## config.mk

```make
export PLATFORM = sky130hd
export DESIGN_NAME = bankreg_top
export DESIGN_NICKNAME = d
export VERILOG_FILES = /design/src/rtl/bankreg_pkg.sv /design/src/rtl/bankreg_ctrl.sv /design/src/rtl/bankreg_dp.sv /design/src/rtl/bankreg_top.sv
export SDC_FILE = /design/constraint.sdc
export NUM_CORES = 2
export LEC_CHECK = 0
export ABC_AREA = 1
export ABC_CLOCK_PERIOD_IN_PS = 2900
export BUFFER_PORTS_ARGS = -buffer_cell sky130_fd_sc_hd__buf_2
export CAP_MARGIN = 20
export CORE_ASPECT_RATIO = 0.5
export CORE_MARGIN = 5
export CORE_UTILIZATION = 40
export CTS_CLUSTER_DIAMETER = 40
export DETAILED_ROUTE_END_ITERATION = 7
export HOLD_SLACK_MARGIN = 0.02
export SYNTH_ARGS = -nofsm -noshare
export SYNTH_HDL_FRONTEND = slang
export SYNTH_SLANG_ARGS = --single-unit
```

## constraint.sdc

```tcl
create_clock -name clk -period 2.9 [get_ports clk]
set_clock_uncertainty 0.15 [all_clocks]
set_input_delay 0 -clock clk [delete_from_list [all_inputs] [get_ports clk]]
set_output_delay 0 -clock clk [all_outputs]
set_load 0.05 [all_outputs]
```

## src/rtl/bankreg_pkg.sv

```systemverilog
package bankreg_pkg;

  localparam int MODE_W = 5;

  localparam logic [MODE_W-1:0] MODE_USR = 5'h10;
  localparam logic [MODE_W-1:0] MODE_FIQ = 5'h11;
  localparam logic [MODE_W-1:0] MODE_IRQ = 5'h12;
  localparam logic [MODE_W-1:0] MODE_SVC = 5'h13;
  localparam logic [MODE_W-1:0] MODE_ABT = 5'h17;
  localparam logic [MODE_W-1:0] MODE_UND = 5'h1B;
  localparam logic [MODE_W-1:0] MODE_SYS = 5'h1F;

  typedef enum logic [2:0] {
    BANK_NONE = 3'd0,
    BANK_FIQ  = 3'd1,
    BANK_IRQ  = 3'd2,
    BANK_SVC  = 3'd3,
    BANK_ABT  = 3'd4,
    BANK_UND  = 3'd5
  } bank_t;

  localparam int NUM_BANKS = 6;

  // Strobes from control to datapath, valid for one edge
  typedef struct packed {
    logic  swap;       // r13/r14/saved-status change bank
    logic  fiqSwap;    // r8..r12 change set
    bank_t oldBank;
    bank_t newBank;
    logic  oldHiSet;   // 1 = fast-interrupt set
    logic  newHiSet;
  } ctrl_strobe_t;

  function automatic bank_t bankOf(logic [MODE_W-1:0] m);
    case (m)
      MODE_FIQ: return BANK_FIQ;
      MODE_IRQ: return BANK_IRQ;
      MODE_SVC: return BANK_SVC;
      MODE_ABT: return BANK_ABT;
      MODE_UND: return BANK_UND;
      default:  return BANK_NONE;
    endcase
  endfunction

endpackage

```

## src/rtl/bankreg_ctrl.sv

```systemverilog
module bankreg_ctrl
  import bankreg_pkg::*;
(
  input  logic              clk,
  input  logic              rst_n,
  input  logic              modeReq,
  input  logic [MODE_W-1:0] modeTarget,
  output logic [MODE_W-1:0] curMode,
  output ctrl_strobe_t      strb
);

  logic [MODE_W-1:0] modeQ;
  logic              changeReq;
  bank_t             curBank;
  bank_t             tgtBank;

  assign changeReq = modeReq && (modeTarget != modeQ);
  assign curBank   = bankOf(modeQ);
  assign tgtBank   = bankOf(modeTarget);

  always_comb begin
    strb          = '0;
    strb.oldBank  = curBank;
    strb.newBank  = tgtBank;
    strb.oldHiSet = (curBank == BANK_FIQ);
    strb.newHiSet = (tgtBank == BANK_FIQ);
    if (changeReq && (curBank != tgtBank)) begin
      strb.swap    = 1'b1;
      strb.fiqSwap = (curBank == BANK_FIQ) || (tgtBank == BANK_FIQ);
    end
  end

  always_ff @(posedge clk or negedge rst_n) begin
    if (!rst_n)         modeQ <= MODE_SYS;
    else if (changeReq) modeQ <= modeTarget;
  end

  assign curMode = modeQ;

endmodule

```

## src/rtl/bankreg_dp.sv

```systemverilog
module bankreg_dp
  import bankreg_pkg::*;
#(
  parameter int DATA_W   = 32,
  parameter int NUM_REGS = 16,
  parameter int SP_IDX   = 13,
  parameter int LR_IDX   = 14,
  parameter int HI_BASE  = 8,
  parameter int HI_CNT   = 5
) (
  input  logic                        clk,
  input  logic                        rst_n,
  input  ctrl_strobe_t                strb,
  input  logic [$clog2(NUM_REGS)-1:0] rdAddrA,
  output logic [DATA_W-1:0]           rdDataA,
  input  logic [$clog2(NUM_REGS)-1:0] rdAddrB,
  output logic [DATA_W-1:0]           rdDataB,
  input  logic                        wrEn,
  input  logic [$clog2(NUM_REGS)-1:0] wrAddr,
  input  logic [DATA_W-1:0]           wrData,
  input  logic                        ssrWrEn,
  input  logic [DATA_W-1:0]           ssrWrData,
  output logic [DATA_W-1:0]           ssrRdData
);

  localparam int ADDR_W = $clog2(NUM_REGS);
  localparam int HI_TOP = HI_BASE + HI_CNT;

  logic [NUM_REGS-1:0][DATA_W-1:0] liveFlat;
  logic [DATA_W-1:0] shadowSp  [NUM_BANKS];
  logic [DATA_W-1:0] shadowLr  [NUM_BANKS];
  logic [DATA_W-1:0] shadowSsr [NUM_BANKS];
  logic [DATA_W-1:0] hiSet     [2][HI_CNT];
  logic [DATA_W-1:0] liveSsr;

  // Live registers: each picks its swap source by role
  for (genvar g = 0; g < NUM_REGS; g++) begin : g_live
    logic              swapIn;
    logic [DATA_W-1:0] swapVal;
    logic [DATA_W-1:0] q;

    if (g == SP_IDX) begin : g_sp
      assign swapIn  = strb.swap;
      assign swapVal = shadowSp[strb.newBank];
    end else if (g == LR_IDX) begin : g_lr
      assign swapIn  = strb.swap;
      assign swapVal = shadowLr[strb.newBank];
    end else if (g >= HI_BASE && g < HI_TOP) begin : g_hi
      assign swapIn  = strb.fiqSwap;
      assign swapVal = hiSet[strb.newHiSet][g-HI_BASE];
    end else begin : g_flat
      assign swapIn  = 1'b0;
      assign swapVal = '0;
    end

    always_ff @(posedge clk or negedge rst_n) begin
      if (!rst_n)                             q <= '0;
      else if (wrEn && wrAddr == ADDR_W'(g))  q <= wrData;
      else if (swapIn)                        q <= swapVal;
    end

    assign liveFlat[g] = q;
  end

  // Outgoing SP/LR/status into the old bank's slot
  always_ff @(posedge clk or negedge rst_n) begin
    if (!rst_n) begin
      for (int b = 0; b < NUM_BANKS; b++) begin
        shadowSp[b]  <= '0;
        shadowLr[b]  <= '0;
        shadowSsr[b] <= '0;
      end
    end else if (strb.swap) begin
      shadowSp[strb.oldBank]  <= liveFlat[SP_IDX];
      shadowLr[strb.oldBank]  <= liveFlat[LR_IDX];
      shadowSsr[strb.oldBank] <= liveSsr;
    end
  end

  // Two-set storage for r8..r12
  always_ff @(posedge clk or negedge rst_n) begin
    if (!rst_n) begin
      for (int s = 0; s < 2; s++)
        for (int k = 0; k < HI_CNT; k++)
          hiSet[s][k] <= '0;
    end else if (strb.fiqSwap) begin
      for (int k = 0; k < HI_CNT; k++)
        hiSet[strb.oldHiSet][k] <= liveFlat[HI_BASE+k];
    end
  end

  always_ff @(posedge clk or negedge rst_n) begin
    if (!rst_n)          liveSsr <= '0;
    else if (ssrWrEn)    liveSsr <= ssrWrData;
    else if (strb.swap)  liveSsr <= shadowSsr[strb.newBank];
  end

  assign rdDataA   = liveFlat[rdAddrA];
  assign rdDataB   = liveFlat[rdAddrB];
  assign ssrRdData = liveSsr;

endmodule

```

## src/rtl/bankreg_top.sv

```systemverilog
module bankreg_top
  import bankreg_pkg::*;
#(
  parameter int DATA_W   = 32,
  parameter int NUM_REGS = 16,
  localparam int ADDR_W  = $clog2(NUM_REGS)
) (
  input  logic              clk,
  input  logic              rst_n,
  input  logic [ADDR_W-1:0] rdAddrA,
  output logic [DATA_W-1:0] rdDataA,
  input  logic [ADDR_W-1:0] rdAddrB,
  output logic [DATA_W-1:0] rdDataB,
  input  logic              wrEn,
  input  logic [ADDR_W-1:0] wrAddr,
  input  logic [DATA_W-1:0] wrData,
  input  logic              ssrWrEn,
  input  logic [DATA_W-1:0] ssrWrData,
  output logic [DATA_W-1:0] ssrRdData,
  input  logic              modeReq,
  input  logic [MODE_W-1:0] modeTarget,
  output logic [MODE_W-1:0] curMode
);

  ctrl_strobe_t strb;

  bankreg_ctrl u_ctrl (
    .clk        (clk),
    .rst_n      (rst_n),
    .modeReq    (modeReq),
    .modeTarget (modeTarget),
    .curMode    (curMode),
    .strb       (strb)
  );

  bankreg_dp #(
    .DATA_W   (DATA_W),
    .NUM_REGS (NUM_REGS)
  ) u_dp (
    .clk       (clk),
    .rst_n     (rst_n),
    .strb      (strb),
    .rdAddrA   (rdAddrA),
    .rdDataA   (rdDataA),
    .rdAddrB   (rdAddrB),
    .rdDataB   (rdDataB),
    .wrEn      (wrEn),
    .wrAddr    (wrAddr),
    .wrData    (wrData),
    .ssrWrEn   (ssrWrEn),
    .ssrWrData (ssrWrData),
    .ssrRdData (ssrRdData)
  );

endmodule

```

==> flow_summary.ini <==
[run_status]
status = finished with violations
violations = setup timing

[placement]
numPortBuffers = 186
dp.final_hpwl_um = 156000
routabilityCongestion = 0.871
postPlaceCellArea_mm2 = 0.0773

[route]
detail_route.wirelength_um = 254000
drt-pass1-iter-count = 8
top_layer_used = met5
detail-route-antenna-nets = 0
wl_per_cell_um = 20.9
wl_met2_um = 109000
dr_wl_met3_um = 23500
drt-vias-per-instance = 5.51
wl_met1_um = 113000
routed-via-count = 67000
drt_iter0_drc = 8423
drcViolationCount = 0

[synthesis]
count_of_state_elements_after_synthesis = 1445
postSynthNetCount = 9688
synth_sequential_area_ratio = 0.499
syn-instance-count = 9602
syn_avg_cell_area_um2 = 7.55
synth_cell_type_count = 30
synth-warning-count = 0
mapped_cell_area_mm2 = 0.0725

[floorplanning]
chipHeight_um = 311
start_util = 0.403
die-width_um = 612
num_rows = 110
core_mm2 = 0.180
io_pins = 187
design.die.area_mm2 = 0.190

[min_path]
hold_path_class = in -> reg

[cells_and_area]
final.fill_count = 17800
final_core_utilization = 0.470
final_design_area_no_fill_mm2 = 0.0847
layout-drive-gt1-share = 0.0880
final_nets = 9697
layout_commonest_cell = sky130_fd_sc_hd__nand2_1
most-common-layout-cells = 2,770 x sky130_fd_sc_hd__nand2_1, 1,654 x sky130_fd_sc_hd__o21ai_0, 1,440 x sky130_fd_sc_hd__dfrtp_1
layout-area-overhead-vs-synth_pct = 16.8

[clocking]
ctsHtreeMaxLevel = 4
ctsLongestPathBuffers = 4
numCtsBuffers = 166
tritoncts_clock_tree = built
clock_sink_count = 1445
cts.root.buffer_cell = sky130_fd_sc_hd__clkbuf_16
clkSlewWorstSetupHoldPaths_ns = 0.06
insertion_delay_of_the_later_clocked_pin_in_the_worst_skew_pair_ns = 0.82

[sta]
minimum_period_implied_by_the_final_worst_setup_slack_ns = 2.91
actual_transition_at_the_worst_max_transition_pin_ns = 1.03
slew_headroom = 0.312
timing.final.setup_violations = 1
max_clock_freq_mhz = 344
crit_path_setup_slack_layout_ns = -0.0104
timing.final.crit_share = 1.00
report.final.slew_viol_count = 0
count_of_final_hold_check_violations = 0
total_neg_setup_slack_ns = -0.0104

[worst_setup_path]
crit_path_start_kind = flip-flop
cp.arrival_ns = 2.76
worst-setup-path-type = reg -> out
worstPathRequired_ns = 2.75
setup.worst_path.end_class = primary output
path_max_fanout = 5

[power]
power.static_leakage_uw = 0.0392
cellPowerDensity_mw_per_mm2 = 702
power_uw = 59400
ir_worst_vdd_uv = 402

[global_routing]
maximum_number_of_pins_on_one_net_before_global_route_repair = 166
initial_antenna_violation_count = 26
groute.usage.overall = 0.260
grt_first_pass_wirelength_um = 387000
global_route.overflow_total = 0
number_of_global_route_vias_before_repair = 61100

[run]
max-cap-violations = 0
[cells by family after synthesis]
logic type / synth area share
AND/OR/NAND/NOR: 0.229
AO/OA/AOI/OAI: 0.183
buffers and inverters: 0.0891
flip-flops: 0.499
XOR/XNOR: 0.000604
[where the power goes]
part	internal, µW	switching, µW	leakage [µW]	total [µW]
combinational	4200	8420	0.0171	12600
clock	12500	8870	0.00263	21300
sequential	23300	2140	0.0195	25500
[cells in the mapped netlist (all sizes together)]
cell type | instances | area (µm²)
xnor2 | 2 | 17.5
clkbuf | 526 | 1970
xor2 | 3 | 26.3
inv | 870 | 3270
nor4 | 3 | 18.8
dfstp | 5 | 131
buf | 248 | 1190
o211ai | 93 | 698
o21ai | 1699 | 8500
clkinv | 8 | 30.0
or2 | 39 | 244
nor2 | 225 | 852
o221ai | 82 | 718
nand3 | 841 | 4240
nand3b | 79 | 593
o22ai | 37 | 231
nand2 | 2787 | 10500
nand4 | 31 | 194
a31oi | 132 | 826
dfrtp | 1440 | 36000
a21oi | 451 | 2260
nor3 | 1 | 5.00
[worst max-delay path, stage by stage, from the launching register on]
cell,delay (ns)
sky130_fd_sc_hd__dfrtp_1,0.38
sky130_fd_sc_hd__inv_1,0.31
sky130_fd_sc_hd__a21oi_1,0.11
sky130_fd_sc_hd__o21ai_0,0.18
sky130_fd_sc_hd__nand2_1,0.10
sky130_fd_sc_hd__o221ai_1,0.30
sky130_fd_sc_hd__nand2_1,0.34
sky130_fd_sc_hd__buf_12,0.26
[metrics by stage]
stage	std cells	worst slack, ns	hold WS (ns)
final	12100	-0.0104	0.0728
after global routing	12100	-0.00925	0.0778
after CTS	12100	-0.0399	0.0234
after detailed placement	11700	0.321	-0.205
after global placement	11700	0.348	-0.206
after floorplan	9602	0.494	-0.446
[flip-flops by register name, indices dropped and copies added (netlist names)]
register	flops
u_dp.g_live.q	512
u_dp.hiSet	320
u_dp.shadowLr	192
u_dp.shadowSp	192
u_dp.shadowSsr	192
u_dp.ssrRdData	32
u_ctrl.curMode	5
[routing by layer]
layer  up-vias  global-route usage
met4         4              0.0807
met1     32300               0.383
li1      31400                   -
met3       418              0.0513
met5         -                   0
met2      2797               0.385
[path summary, 6_finish.rpt]
check	from	endpoint	depth (start not counted)	slack (ns)
setup / recovery	u_dp.g_live[13].q[5]$_DFFE_PN0P_	rdDataB[5]	7	-0.01
hold / removal	wrData[1]	u_dp.g_live[10].q[1]$_DFFE_PN0P_	6	0.07
setup reg to reg	u_ctrl.curMode[4]$_DFFE_PN1P_	u_ctrl.curMode[0]$_DFFE_PN1P_	11	0.27
hold reg to reg	u_dp.shadowSsr[122]$_DFFE_PN0P_	u_dp.shadowSsr[122]$_DFFE_PN0P_	2	0.32
max in group asynchronous	rst_n	u_dp.shadowSp[127]$_DFFE_PN0P_	6	1.15
min in group asynchronous	rst_n	u_dp.g_live[7].q[7]$_DFFE_PN0P_	4	0.30
[area by class of cell]
class                      instances  area (µm²)  area share
sequential                      1445       36200       0.427
inverter                         878        3370      0.0399
clock inverter                    63         779     0.00921
clock buffer                     215        4610      0.0545
antenna                           16        40.0    0.000473
timing repair buffer             615        6440      0.0761
multi-input combinational       6505       30200       0.357
tap                             2408        3010      0.0356
[timing repair]
| item | 4_1_cts | 5_1_grt |
|---|---|---|
| pin swaps | 0 | 2 |
| setup endpoints to repair | 21 | 23 |
| hold buffers | 156 | 0 |
| resized for setup | 48 | 35 |
| endpoints found under the hold margin | 1999 | 0 |
| setup buffers | 5 | 9 |
Note: power is estimated with default switching activity, not from simulation.
